## config.mk

```make
export PLATFORM = sky130hd
export DESIGN_NAME = digit_scanner
export DESIGN_NICKNAME = d
export VERILOG_FILES = /design/src/rtl/digit_scanner_pkg.sv /design/src/rtl/scan_ctrl.sv /design/src/rtl/scan_datapath.sv /design/src/rtl/digit_scanner.sv
export SDC_FILE = /design/constraint.sdc
export NUM_CORES = 1
export LEC_CHECK = 0
export ABC_AREA = 1
export BUFFER_PORTS_ARGS = -buffer_cell sky130_fd_sc_hd__buf_2
export CAP_MARGIN = 20
export CORE_MARGIN = 1.5
export CORE_UTILIZATION = 52
export DETAILED_ROUTE_END_ITERATION = 6
export PLACE_DENSITY = 0.81
export SYNTH_ARGS = -nofsm -noshare
export SYNTH_HDL_FRONTEND = slang
export SYNTH_SLANG_ARGS = --single-unit
```

## constraint.sdc

```tcl
create_clock -name clk -period 2.26 [get_ports clk]
set_clock_uncertainty 0.2 [all_clocks]
set_input_delay 0.226 -clock clk [delete_from_list [all_inputs] [get_ports clk]]
set_output_delay 0.226 -clock clk [all_outputs]
set_load 0.05 [all_outputs]
```

## src/rtl/digit_scanner_pkg.sv

```systemverilog
package digit_scanner_pkg;
  localparam int NUM_DIGITS = 5;
  localparam int BCD_W      = 4;
  localparam int SLOT_W     = $clog2(NUM_DIGITS);
  localparam int LEFT_W     = $clog2(NUM_DIGITS + 1);

  // strobes from control to datapath
  typedef struct packed {
    logic              active;  // scanning enabled (not in reset cycle)
    logic              blank;   // overrange blink window
    logic              centre;  // strobe cycle
    logic [SLOT_W-1:0] slot;    // 0 = most significant digit
  } scanCtl_t;
endpackage

```

## src/rtl/scan_ctrl.sv

```systemverilog
module scan_ctrl
  import digit_scanner_pkg::*;
#(
  parameter int FIRST_LEN = 201,
  parameter int REST_LEN  = 200,
  parameter int FIRST_CTR = 101,
  parameter int REST_CTR  = 100
) (
  input  logic     clk,
  input  logic     rst,
  input  logic     overRange,
  input  logic     measDone,
  input  logic     refIntStart,
  output scanCtl_t ctl
);
  localparam int MAX_LEN = (FIRST_LEN > REST_LEN) ? FIRST_LEN : REST_LEN;
  localparam int CNT_W   = $clog2(MAX_LEN);
  localparam logic [CNT_W-1:0]  FIRST_END = CNT_W'(FIRST_LEN - 1);
  localparam logic [CNT_W-1:0]  REST_END  = CNT_W'(REST_LEN - 1);
  localparam logic [CNT_W-1:0]  FIRST_MID = CNT_W'(FIRST_CTR);
  localparam logic [CNT_W-1:0]  REST_MID  = CNT_W'(REST_CTR);
  localparam logic [SLOT_W-1:0] LAST_SLOT = SLOT_W'(NUM_DIGITS - 1);
  localparam logic [LEFT_W-1:0] ALL_LEFT  = LEFT_W'(NUM_DIGITS);

  logic              active;
  logic              blank;
  logic [SLOT_W-1:0] slot;
  logic [CNT_W-1:0]  cnt;
  logic [LEFT_W-1:0] left;
  logic [CNT_W-1:0]  slotEnd;
  logic [CNT_W-1:0]  slotMid;
  logic              centre;
  logic              lastStrobe;

  always_comb begin
    slotEnd    = (slot == '0) ? FIRST_END : REST_END;
    slotMid    = (slot == '0) ? FIRST_MID : REST_MID;
    centre     = active && (left != '0) && (cnt == slotMid);
    lastStrobe = centre && (left == LEFT_W'(1));
  end

  // slot position and pending strobe count
  always_ff @(posedge clk) begin
    if (rst) begin
      active <= 1'b0;
      slot   <= '0;
      cnt    <= '0;
      left   <= '0;
    end else begin
      active <= 1'b1;
      if (measDone) begin
        slot <= '0;
        cnt  <= '0;
        left <= ALL_LEFT;
      end else if (active) begin
        if (cnt == slotEnd) begin
          cnt  <= '0;
          slot <= (slot == LAST_SLOT) ? '0 : slot + 1'b1;
        end else begin
          cnt <= cnt + 1'b1;
        end
        if (centre) left <= left - 1'b1;
      end
    end
  end

  // overrange blink window; release has priority over start
  always_ff @(posedge clk) begin
    if (rst)                                     blank <= 1'b0;
    else if (refIntStart)                        blank <= 1'b0;
    else if (lastStrobe && overRange && !measDone) blank <= 1'b1;
  end

  assign ctl = '{active: active, blank: blank, centre: centre, slot: slot};

  p_restart_r5: assert property (@(posedge clk) disable iff (rst)
    measDone |=> (slot == '0 && cnt == '0));
  p_single_centre_r6: assert property (@(posedge clk) disable iff (rst)
    centre |=> !centre);
  p_no_extra_r8: assert property (@(posedge clk) disable iff (rst)
    (left == '0 && !measDone) |=> (left == '0));
  p_blank_hold_r10: assert property (@(posedge clk) disable iff (rst)
    (blank && !refIntStart) |=> blank);
  p_blank_release_r12: assert property (@(posedge clk) disable iff (rst)
    refIntStart |=> !blank);
endmodule

```

## src/rtl/scan_datapath.sv

```systemverilog
module scan_datapath
  import digit_scanner_pkg::*;
(
  input  logic                        clk,
  input  logic                        rst,
  input  scanCtl_t                    ctl,
  input  logic [NUM_DIGITS*BCD_W-1:0] digitsIn,
  input  logic                        overRange,
  output logic [NUM_DIGITS-1:0]       digitSel,
  output logic [BCD_W-1:0]            bcdOut,
  output logic                        strobeN
);
  // slot i drives select bit NUM_DIGITS-1-i
  for (genvar i = 0; i < NUM_DIGITS; i++) begin : g_sel
    assign digitSel[NUM_DIGITS-1-i] =
      ctl.active && !ctl.blank && (ctl.slot == SLOT_W'(i));
  end

  always_comb begin
    bcdOut = '0;
    for (int i = 0; i < NUM_DIGITS; i++) begin
      if (ctl.slot == SLOT_W'(i))
        bcdOut = digitsIn[(NUM_DIGITS-1-i)*BCD_W +: BCD_W];
    end
    if (overRange) bcdOut = '0;
  end

  // low only in the second (clock-low) half of the centre cycle
  assign strobeN = !(ctl.centre && !clk);

  p_onehot_r2: assert property (@(posedge clk) disable iff (rst)
    $onehot0(digitSel));
  p_live_r10: assert property (@(posedge clk) disable iff (rst)
    (ctl.active && !ctl.blank) |-> ($countones(digitSel) == 1));
endmodule

```

## src/rtl/digit_scanner.sv

```systemverilog
module digit_scanner
  import digit_scanner_pkg::*;
#(
  parameter int FIRST_LEN = 201,
  parameter int REST_LEN  = 200,
  parameter int FIRST_CTR = 101,
  parameter int REST_CTR  = 100
) (
  input  logic        clk,
  input  logic        rst,
  input  logic [19:0] digitsIn,
  input  logic        overRange,
  input  logic        measDone,
  input  logic        refIntStart,
  output logic [4:0]  digitSel,
  output logic [3:0]  bcdOut,
  output logic        strobeN
);
  scanCtl_t ctl;

  scan_ctrl #(
    .FIRST_LEN(FIRST_LEN), .REST_LEN(REST_LEN),
    .FIRST_CTR(FIRST_CTR), .REST_CTR(REST_CTR)
  ) u_ctrl (
    .clk(clk), .rst(rst), .overRange(overRange),
    .measDone(measDone), .refIntStart(refIntStart), .ctl(ctl)
  );

  scan_datapath u_dp (
    .clk(clk), .rst(rst), .ctl(ctl), .digitsIn(digitsIn),
    .overRange(overRange), .digitSel(digitSel), .bcdOut(bcdOut),
    .strobeN(strobeN)
  );
endmodule

```

**Yosys cells after proc, flatten, opt, wreduce, memory -nomap -nowiden**

Index checks and enable logic that the tools add are counted.

- Register bits after elaboration: 16
- Output and inout bits: 10

- Add/sub/neg operators: 3
- Reductions and logical operators: 25
- Eq/ne operators: 7
- Muxes and demuxes: 14

Operators with widths:

| cell | number |
|---|---|
| two-way mux 4 bit | 7 |
| == test 8 bit | 2 |
| logical AND 1 bit | 12 |
| two-way mux 3 bit | 4 |
| adder 8 x 1 -> 8 bit, second input constant | 1 |
| two-way mux 8 bit | 1 |
| == test 3 x 1 -> 1 bit, second input constant | 2 |
| == test 3 x 2 -> 1 bit, second input constant | 2 |
| AND reduction 2 bit | 3 |
| logical NOT 1 bit | 4 |
| nonzero test 2 bit | 2 |
| OR reduction 2 bit | 2 |
| adder 3 x 1 -> 3 bit, second input constant | 1 |
| == test 3 bit, second input constant | 1 |
| logical NOT 3 bit | 1 |
| nonzero test 3 bit | 1 |
| subtractor 3 x 1 -> 3 bit, second input constant | 1 |
| two-way mux 1 bit | 2 |

**Longest topological paths before layout**

- Depth in word-level cells: 7
- Mapped depth: 11
- Mapped depth without buffers: 11

**Cells and area by module**

Synthesis repeated with hierarchy kept, for this count alone.

- Cells, all modules: 180
- Area, all modules: 1178.6 um^2

By module, submodules not included:

| module | sequential area each (um^2) | cells each | area an instance (um^2) | instances |
|---|---|---|---|---|
| scan_ctrl | 320.3 | 121 | 885.8 | 1 |
| scan_datapath | 0.0 | 59 | 292.8 | 1 |

==> impl_results.md <==
- Status: finished, final reports clean
- Cell count after synthesis: 194
- Inst Count DP: 254
- Htree depth: 1
- Total Nets Final: 267
- Skew-Pair Late Insertion Delay: 0.29 ns
- Via-to-Cell Ratio: roughly 5.1
- Worst Path Max Fanout: 9
- Sequential power share: 51.5%
- Gr usage total: 22.6%
- P_int: 399 uW
- Number of hold violations in the final report: 0
- Synthesis-to-finish area growth: 22.6%
- WP data required: 1.83 ns
- Max-Cap Viols: 0
- Power share of the combinational group: between 15 and 20%
- ANT nets after route: 0
- TritonRoute pass-1 iters: 4
- Relative max-transition margin: roughly two thirds
- Clk pin slew, worst setup/hold paths: 0.10 ns
- Initial antenna violation count: 0
- Worst Setup End Kind: output port
- CTS buffer count: 3
- Post-route DRC: 0
- Setup TNS: 0 ns
- Diodes inserted: 0
- CTS root buf: clkbuf_4
- Total power: between 500 and 600 uW
- IO buf count: 34
- Setup Crit Path Kind: clk -> out
- # rows: 17
- Synth Net Count: approximately 230
- FF-to-FF setup slack: 0.35 ns
- Worst EP arrival: 1.78 ns
- Synthesized area per cell: 6.58 um2
- IO Pins: 35
- Max-slew violations: 0
- P per Cell Area: 362 nW/um2
- Post-synth EDFFs: 0
- DRT Wirelength: about 2900 um
- Mapped Area: 1280 um2
- Final hold slack: between 0.07 and 0.08 ns
- Share of cells above drive strength 1: 31.0%
- CTS tree: yes
- Clock Path Buffers: 2
- Switch share: just under 30%
- Hold depth: 5
- First-pass GRT wire length: 4740 um
- Core area: 2280 um2
- Post-synthesis cell type count: 27
- # setup viols final: 0
- Die area: 2760 um2
- Filler instances: 197
- Routed len/inst: 11.1 um
- Fraction of registers with async set/reset: 0%
- Worst Reg2Reg Path Length in Cells: 11
- Initial DRC count: 19
- Max IR drop VDD: 444 uV
- GPL Wtd Cong: approximately 0.8
- Hold WC Path Type: in -> reg
- Worst-Margin Slew: 0.516 ns
- NetSw: approximately 170 uW
- Finished Layout Cells: 260
- Register area share after synthesis: 25.1%
- Initial Util: between 50% and 60%
- Die H: 52.6 um
- Layout Utilization: 68.8%
- Seq cells post-synth: 16
- Synth warn: 0
- GRT Residual Overflow: 0
- Vias in the first global route: between 1000 and 1500
- Clk pwr share: 30.5%
- Vias: about 1300
- Largest net degree at the start of global routing: 13
- CP Launch Type: clock port
- Ys flop type: dfxtp_1
- Die X: 52.6 um
- Leakage Power: 0.000764 uW
- Detailed placement HPWL: 2270 um
==> per-layer routing <==
layer / track usage, % / vias to the layer above / part of all wire, %
met5: 0 / - / 0
met4: 6.41 / 0 / 0.59
met3: 4.57 / 4 / 3.8
met2: 35.6 / 32 / 48
met1: 31.1 / 597 / 47
li1: - / 701 / -
==> power groups by stage <==
stage	Combinational (uW)	Sequential, uW	Clock [uW]
floorplan	64.7	296	6.58
global placement	94.7	299	6.58
detailed placement	96.5	299	6.58
CTS	101	292	174
global route	113	293	193
finish	102	292	173
==> cell usage in the layout (no fill, tap or decap), drive strengths merged <==
master	n
nor3	8
nand4	9
nand3	27
dlygate4sd3	2
clkbuf	4
dfxtp	16
buf	34
and3	1
inv	34
or2	5
xor2	1
o21ai	6
nor3b	1
a21oi	10
nor2	19
ha	9
nand2	46
==> cell type report <==
class | instances | area, um2 | area share, %
timing repair buffer | 35 | 199 | 12.7
tap | 28 | 35.0 | 2.24
inverter | 33 | 124 | 7.91
sequential | 16 | 323 | 20.6
multi-input combinational | 142 | 851 | 54.3
clock inverter | 1 | 3.75 | 0.240
clock buffer | 5 | 31.3 | 2.00
==> synthesized netlist by cell type (2+ instances only) <==
cell type	number	area, um2
ha_1	9	113
nand2_4	4	45.0
nor3_1	5	25.0
or2_2	5	31.3
inv_1	31	116
nand3_1	26	130
nor2_2	3	18.8
inv_2	3	11.3
nor3_2	2	20.0
nand4_1	8	50.1
dfxtp_1	16	320
nand2_1	41	154
o21ai_0	5	25.0
a21oi_1	9	45.0
nor2_1	15	56.3
==> what timing repair did <==
item                       CTS  global route
setup endpoints to repair    4             4
buffers inserted             0             0
resized for setup            4            10
hold endpoints to repair     2             0
hold buffers                 2             0
==> state kept, by name, summed over array words and instances, names as in the netlist <==
signal         flops
u_ctrl.slot        3
u_ctrl.left        3
u_ctrl.blank       1
u_ctrl.cnt         8
u_ctrl.active      1
==> cell families after synthesis <==
group | synth area share, %
buf+inv | 10.9
simple gates | 47.7
flops | 25.1
fa+ha+maj | 8.82
xor+xnor | 0.686
compound gates | 6.86
==> worst max-delay path, stage by stage <==
cell      delay (ns)
clkbuf_4        0.12
clkbuf_4        0.17
inv_1           0.06
nand4_1         0.08
buf_2           0.23
==> worst paths after layout <==
kind / startpoint / to
worst min register to register: u_ctrl.blank / u_ctrl.blank
worst max register to register: u_ctrl.left[0] / u_ctrl.left[2]
worst min-delay path: measDone / u_ctrl.left[0]
worst max-delay path: clk / strobeN
==> per-stage QoR <==
step / setup WS (ns) / cell area, um2
after detailed placement: 0.288 / 1490
after global placement: 0.316 / 1490
after global routing: -0.0328 / 1570
final: 0.0516 / 1570
after floorplan: 0.0580 / 1290
after CTS: 0.00697 / 1540
(Power assumes the default switching activity.)
